==> src/rtl/psab_pkg.sv <==
package psab_pkg;

  // Strobes that the access-control decoder hands to the register datapath.
  typedef struct packed {
    logic acc;      // a request is present this cycle
    logic wrSec;    // accepted write to the secure-mode register
    logic wrPriv;   // accepted write to the privilege-attribute register
    logic rdSec;    // accepted read of the secure-mode register
    logic rdPriv;   // accepted read of the privilege-attribute register
    logic useMask;  // writer lacks privilege: protected bits are locked
    logic err;      // request rejected
  } ctrlStrobes_t;

endpackage

==> src/rtl/psab_ctrl.sv <==
module psab_ctrl
  import psab_pkg::*;
#(
  parameter int unsigned ADDR_W = 12,
  parameter int unsigned DATA_W = 32,
  parameter logic [ADDR_W-1:0] SEC_OFF  = 12'h018,
  parameter logic [ADDR_W-1:0] PRIV_OFF = 12'h028
) (
  input  logic                  reqValid,
  input  logic                  reqWrite,
  input  logic [ADDR_W-1:0]     reqAddr,
  input  logic [DATA_W/8-1:0]   reqStrb,
  input  logic                  reqSecure,
  input  logic                  reqPriv,
  output ctrlStrobes_t          strobes
);

  localparam int unsigned STRB_W = DATA_W / 8;
  localparam int unsigned LSB_W  = $clog2(STRB_W);

  logic wordOk;
  logic hitSec;
  logic hitPriv;
  logic isWr;
  logic isRd;

  always_comb begin
    // Full-word access only: every strobe lit and the address word aligned.
    wordOk  = (&reqStrb) && (reqAddr[LSB_W-1:0] == '0);
    hitSec  = wordOk && (reqAddr == SEC_OFF);
    hitPriv = wordOk && (reqAddr == PRIV_OFF);
    isWr    = reqValid && reqWrite;
    isRd    = reqValid && !reqWrite;

    strobes         = '0;
    strobes.acc     = reqValid;
    strobes.useMask = !reqPriv;
    strobes.wrSec   = isWr && hitSec && reqSecure;
    strobes.wrPriv  = isWr && hitPriv && reqSecure && reqPriv;
    strobes.rdSec   = isRd && hitSec;
    strobes.rdPriv  = isRd && hitPriv;
    strobes.err     = reqValid && !(strobes.wrSec || strobes.wrPriv ||
                                    strobes.rdSec || strobes.rdPriv);
  end

endmodule

==> src/rtl/psab_regs.sv <==
module psab_regs
  import psab_pkg::*;
#(
  parameter int unsigned DATA_W = 32,
  parameter logic [DATA_W-1:0] IMPL_MASK = 32'hFD00_0000
) (
  input  logic              clk,
  input  logic              rstN,
  input  ctrlStrobes_t      strobes,
  input  logic [DATA_W-1:0] reqWdata,
  output logic              rspValid,
  output logic              rspErr,
  output logic [DATA_W-1:0] rspRdata,
  output logic [DATA_W-1:0] secQ,
  output logic [DATA_W-1:0] privQ
);

  logic [DATA_W-1:0] secWe;
  logic [DATA_W-1:0] privWe;
  logic [DATA_W-1:0] rdMux;

  // Per-bit write enables; reserved positions get no enable at all.
  for (genvar i = 0; i < DATA_W; i++) begin : g_bit
    if (IMPL_MASK[i]) begin : g_impl
      assign secWe[i]  = strobes.wrSec && !(strobes.useMask && privQ[i]);
      assign privWe[i] = strobes.wrPriv;
    end else begin : g_rsvd
      assign secWe[i]  = 1'b0;
      assign privWe[i] = 1'b0;
    end
  end

  always_ff @(posedge clk or negedge rstN) begin
    if (!rstN) begin
      secQ  <= '0;
      privQ <= '0;
    end else begin
      secQ  <= (secQ & ~secWe) | (reqWdata & secWe);
      privQ <= (privQ & ~privWe) | (reqWdata & privWe);
    end
  end

  always_comb begin
    rdMux = '0;
    if (strobes.rdSec)  rdMux = secQ;
    if (strobes.rdPriv) rdMux = privQ;
  end

  always_ff @(posedge clk or negedge rstN) begin
    if (!rstN) begin
      rspValid <= 1'b0;
      rspErr   <= 1'b0;
      rspRdata <= '0;
    end else begin
      rspValid <= strobes.acc;
      rspErr   <= strobes.err;
      rspRdata <= rdMux;
    end
  end

endmodule

==> src/rtl/periph_sec_attr_bank.sv <==
module periph_sec_attr_bank
  import psab_pkg::*;
#(
  parameter int unsigned ADDR_W = 12,
  parameter int unsigned DATA_W = 32,
  parameter logic [ADDR_W-1:0] SEC_OFF  = 12'h018,
  parameter logic [ADDR_W-1:0] PRIV_OFF = 12'h028,
  parameter logic [DATA_W-1:0] IMPL_MASK = 32'hFD00_0000
) (
  input  logic                clk,
  input  logic                rstN,
  input  logic                reqValid,
  input  logic                reqWrite,
  input  logic [ADDR_W-1:0]   reqAddr,
  input  logic [DATA_W-1:0]   reqWdata,
  input  logic [DATA_W/8-1:0] reqStrb,
  input  logic                reqSecure,
  input  logic                reqPriv,
  output logic                rspValid,
  output logic                rspErr,
  output logic [DATA_W-1:0]   rspRdata,
  output logic [DATA_W-1:0]   secModeVec,
  output logic [DATA_W-1:0]   privAttrVec
);

  ctrlStrobes_t strobes;

  psab_ctrl #(
    .ADDR_W  (ADDR_W),
    .DATA_W  (DATA_W),
    .SEC_OFF (SEC_OFF),
    .PRIV_OFF(PRIV_OFF)
  ) ctrl_i (
    .reqValid (reqValid),
    .reqWrite (reqWrite),
    .reqAddr  (reqAddr),
    .reqStrb  (reqStrb),
    .reqSecure(reqSecure),
    .reqPriv  (reqPriv),
    .strobes  (strobes)
  );

  psab_regs #(
    .DATA_W   (DATA_W),
    .IMPL_MASK(IMPL_MASK)
  ) regs_i (
    .clk     (clk),
    .rstN    (rstN),
    .strobes (strobes),
    .reqWdata(reqWdata),
    .rspValid(rspValid),
    .rspErr  (rspErr),
    .rspRdata(rspRdata),
    .secQ    (secModeVec),
    .privQ   (privAttrVec)
  );

endmodule

==> config.mk <==
export PLATFORM = sky130hd
export DESIGN_NAME = periph_sec_attr_bank
export DESIGN_NICKNAME = d
export VERILOG_FILES = /design/src/rtl/psab_pkg.sv /design/src/rtl/psab_ctrl.sv /design/src/rtl/psab_regs.sv /design/src/rtl/periph_sec_attr_bank.sv
export SDC_FILE = /design/constraint.sdc
export NUM_CORES = 1
export LEC_CHECK = 0
export BUFFER_PORTS_ARGS = -buffer_cell sky130_fd_sc_hd__buf_2
export CAP_MARGIN = 20
export CORE_MARGIN = 2
export CORE_UTILIZATION = 37
export CTS_BUF_LIST = sky130_fd_sc_hd__clkbuf_8 sky130_fd_sc_hd__clkbuf_16
export CTS_CLUSTER_SIZE = 8
export DETAILED_ROUTE_END_ITERATION = 16
export GPL_ROUTABILITY_DRIVEN = 0
export HOLD_SLACK_MARGIN = 0.08
export PLACE_DENSITY_LB_ADDON = 0.1
export SLEW_MARGIN = 20
export SYNTH_ARGS = -nofsm -noshare
export SYNTH_HDL_FRONTEND = slang
export SYNTH_SLANG_ARGS = --single-unit
==> constraint.sdc <==
create_clock -name clk -period 1.5 [get_ports clk]
set_input_delay 0.075 -clock clk [delete_from_list [all_inputs] [get_ports clk]]
set_output_delay 0.075 -clock clk [all_outputs]
set_load 0.05 [all_outputs]
==> metrics.txt <==
initial antenna violation count=0; final-report max-slew violation count=0; Die H=70.0 um; synth cell count leaders=75 x buf_4, 23 x dfrtp_1, 14 x mux2_1; total track usage=a little under an eighth; CP Class=in -> reg; Syn Inst Count=154; Hold WC Path Type=in -> reg; Setup TNS Final=0 ns; leading area contributor after synthesis=dfrtp_1; hold slack=between 0.2 and 0.3 ns; setup skew after layout=0.00102 ns; crit start category=primary input; largest net degree at the start of global routing=24; first-pass GRT wire length=4590 um; Required @ worst endpoint=roughly 1.7 ns; DRC=0; Post-CTS Resized=0; Max Clock Freq=approximately 700 MHz; initial core utilization=roughly 39%; dominant cells by area after synthesis=dfrtp_1 36%, buf_4 35%, mux2_1 9.8%, a2111oi_1 4.3%, a22oi_1 3.7%; WL final=around 3000 um; Int Power=approximately 0.87 mW; switch share=between 40 and 50%; sequential area share after synthesis=35.7%; worst skew pair latency=between 0.2 and 0.3 ns; crit path cell chain=buf_2 > nor4_4 > nand4_4 > a2111oi_1 > mux2_1; CTS Buf Count=3; Post-layout nets=275; Arr. time, crit path=approximately 1.6 ns; CTS tree=yes; site row count=23; Primary FF master, synth=dfrtp_1; die area=4900 sq um; post-route cell area=about 1800 sq um; core box area=4090 sq um; I/O Buffers=51; post-synthesis xor/xnor area fraction=0%; layout cells sized above 1=just under 30%; net switching power=~0.67 mW; number of synthesized register bits=23; I/O pins=152; post-synthesis cell area=approximately 1600 sq um; Sequential Area=576 sq um; Setup WS pre-CTS=-0.231 ns; Final ANT Viol Nets=0; final core occ=44.3%; area of the multi-input gates=roughly 740 sq um; final global-route overflow total=0; initial drt markers=84; area growth from synthesis to layout=12.3%; Fillers=between 400 and 500; YS warnings=0; router iterations before antenna repair=4; Max Cap Viol=0; Netlist cell types=20; min Tclk post-route=approximately 1.4 ns; Critical Path Max Stage Delay=approximately 0.5 ns; post-synth top area share=35.7%; routed len/inst=11.2 um; H-tree lvl count=1; DP HPWL=about 2400 um; adder-cell share of the synthesized area=0%; Clock Path Buffers=2; clock network fraction of total power=24.5%; number of synthesized flops with an enable pin=0; part of the power in registers=40.6%; most frequent cell after synthesis=buf_4; Final WS setup=between 0.05 and 0.06 ns; mux cell area share after synthesis=9.78%; Pleak=1.06 nW; fraction of registers with async set or reset after synthesis=100%; largest family of logic cells by synthesized area=buffers and inverters; RSZ-0062 raised after global routing=yes; Crit. Startpoint=reqAddr[7]; dpl cells=approximately 260; Simple-Gate Fraction of Synth Area=10.0%; Synth Area per Inst=between 10 and 15 sq um; clk root buf=clkbuf_8; Worst path slowest cell=a2111oi_1; final cell count without fillers=between 200 and 300; CP endpoint kind=register; Period Utilization, post-route=between 90% and 100%; complex-gate fraction of the synthesized area=under 10%; status=complete, no violations; dpl cell area=1670 sq um; Final Hold Fails=0; Cell Pwr Density=~850 nW/um^2; clk slew on worst S/H paths=0.08 ns; Inserted Diodes=0; Comb power frac=around a third; worst min-delay path startpoint=reqAddr[5]; worst-path maximum fanout=10; via count=roughly 1100; CTS Sinks=23; count of final setup violators=0; Via-to-Cell Ratio=approximately 4; Design Power=around 1.5 mW; vias in the first global route=around 910; Worst VDD drop=about 0.28 mV; Die W=~70 um
-- cells by family after synthesis --
family | Yosys count
buffers and inverters | 79
DFF | 23
and+or+nand+nor | 21
AOI/OAI and AO/OA | 16
muxes | 14
other | 1
-- layer usage --
metal / part of all wire (%) / track usage [%]
met1: 37 / 14.2
met2: 52 / 20.3
met3: 11 / 2.31
met4: 0.70 / 4.49
met5: 0 / 0
-- cells in the final DEF, fill, tap and decap left out --
master,count
clkinv_2,1
a22oi_1,8
nand2_1,2
and3b_1,1
conb_1,75
clkbuf_8,3
nor2_1,8
inv_1,2
nand4_4,1
nor3_4,1
mux2_1,14
buf_4,5
nor2b_1,2
dfrtp_1,23
a2111oi_1,7
buf_2,51
nand2b_1,3
and4bb_2,1
nor4_4,1
and4bb_1,1
o21ai_0,1
dlygate4sd3_1,9
-- power by group through the flow --
stage / clock network, mW / registers [mW] / logic (mW)
finish: 0.376 / 0.622 / 0.536
CTS: 0.394 / 0.623 / 0.531
floorplan: 0 / 0.646 / 0.588
global route: 0.414 / 0.623 / 0.557
detailed placement: 0 / 0.635 / 0.512
global placement: 0 / 0.635 / 0.512
-- area by class of cell --
class	instances	share of cell area, %
multi-input cells	126	40.6
flip-flops and latches	23	31.8
repair buffers	65	21.1
well taps	50	3.46
clock buffers	3	2.28
inverters	2	0.415
clock inverters	1	0.276
-- final timing paths --
| path | end | slack, ns | cells past startpoint |
|---|---|---|---|
| min in group asynchronous | async pin | 0.31 | 2 |
| min reg2reg | register | 0.52 | 1 |
| max | register | 0.06 | 5 |
| max in group asynchronous | async pin | 0.86 | 2 |
| max reg2reg | register | 0.15 | 2 |
| min | regs_i.rspRdata[30] | 0.26 | 4 |
-- critical path, delay by kind of cell --
kind                   cells  cell delay (ns)
buffers and inverters      1             0.11
AO/OA/AOI/OAI              1             0.49
multiplexers               1             0.36
AND/OR/NAND/NOR            2             0.55
-- timing repair --
item,CTS,global route
buffers inserted,0,0
endpoints found under the hold margin,38,0
hold buffers,9,0
setup endpoints to repair,0,4
(Power assumes the default switching activity.)
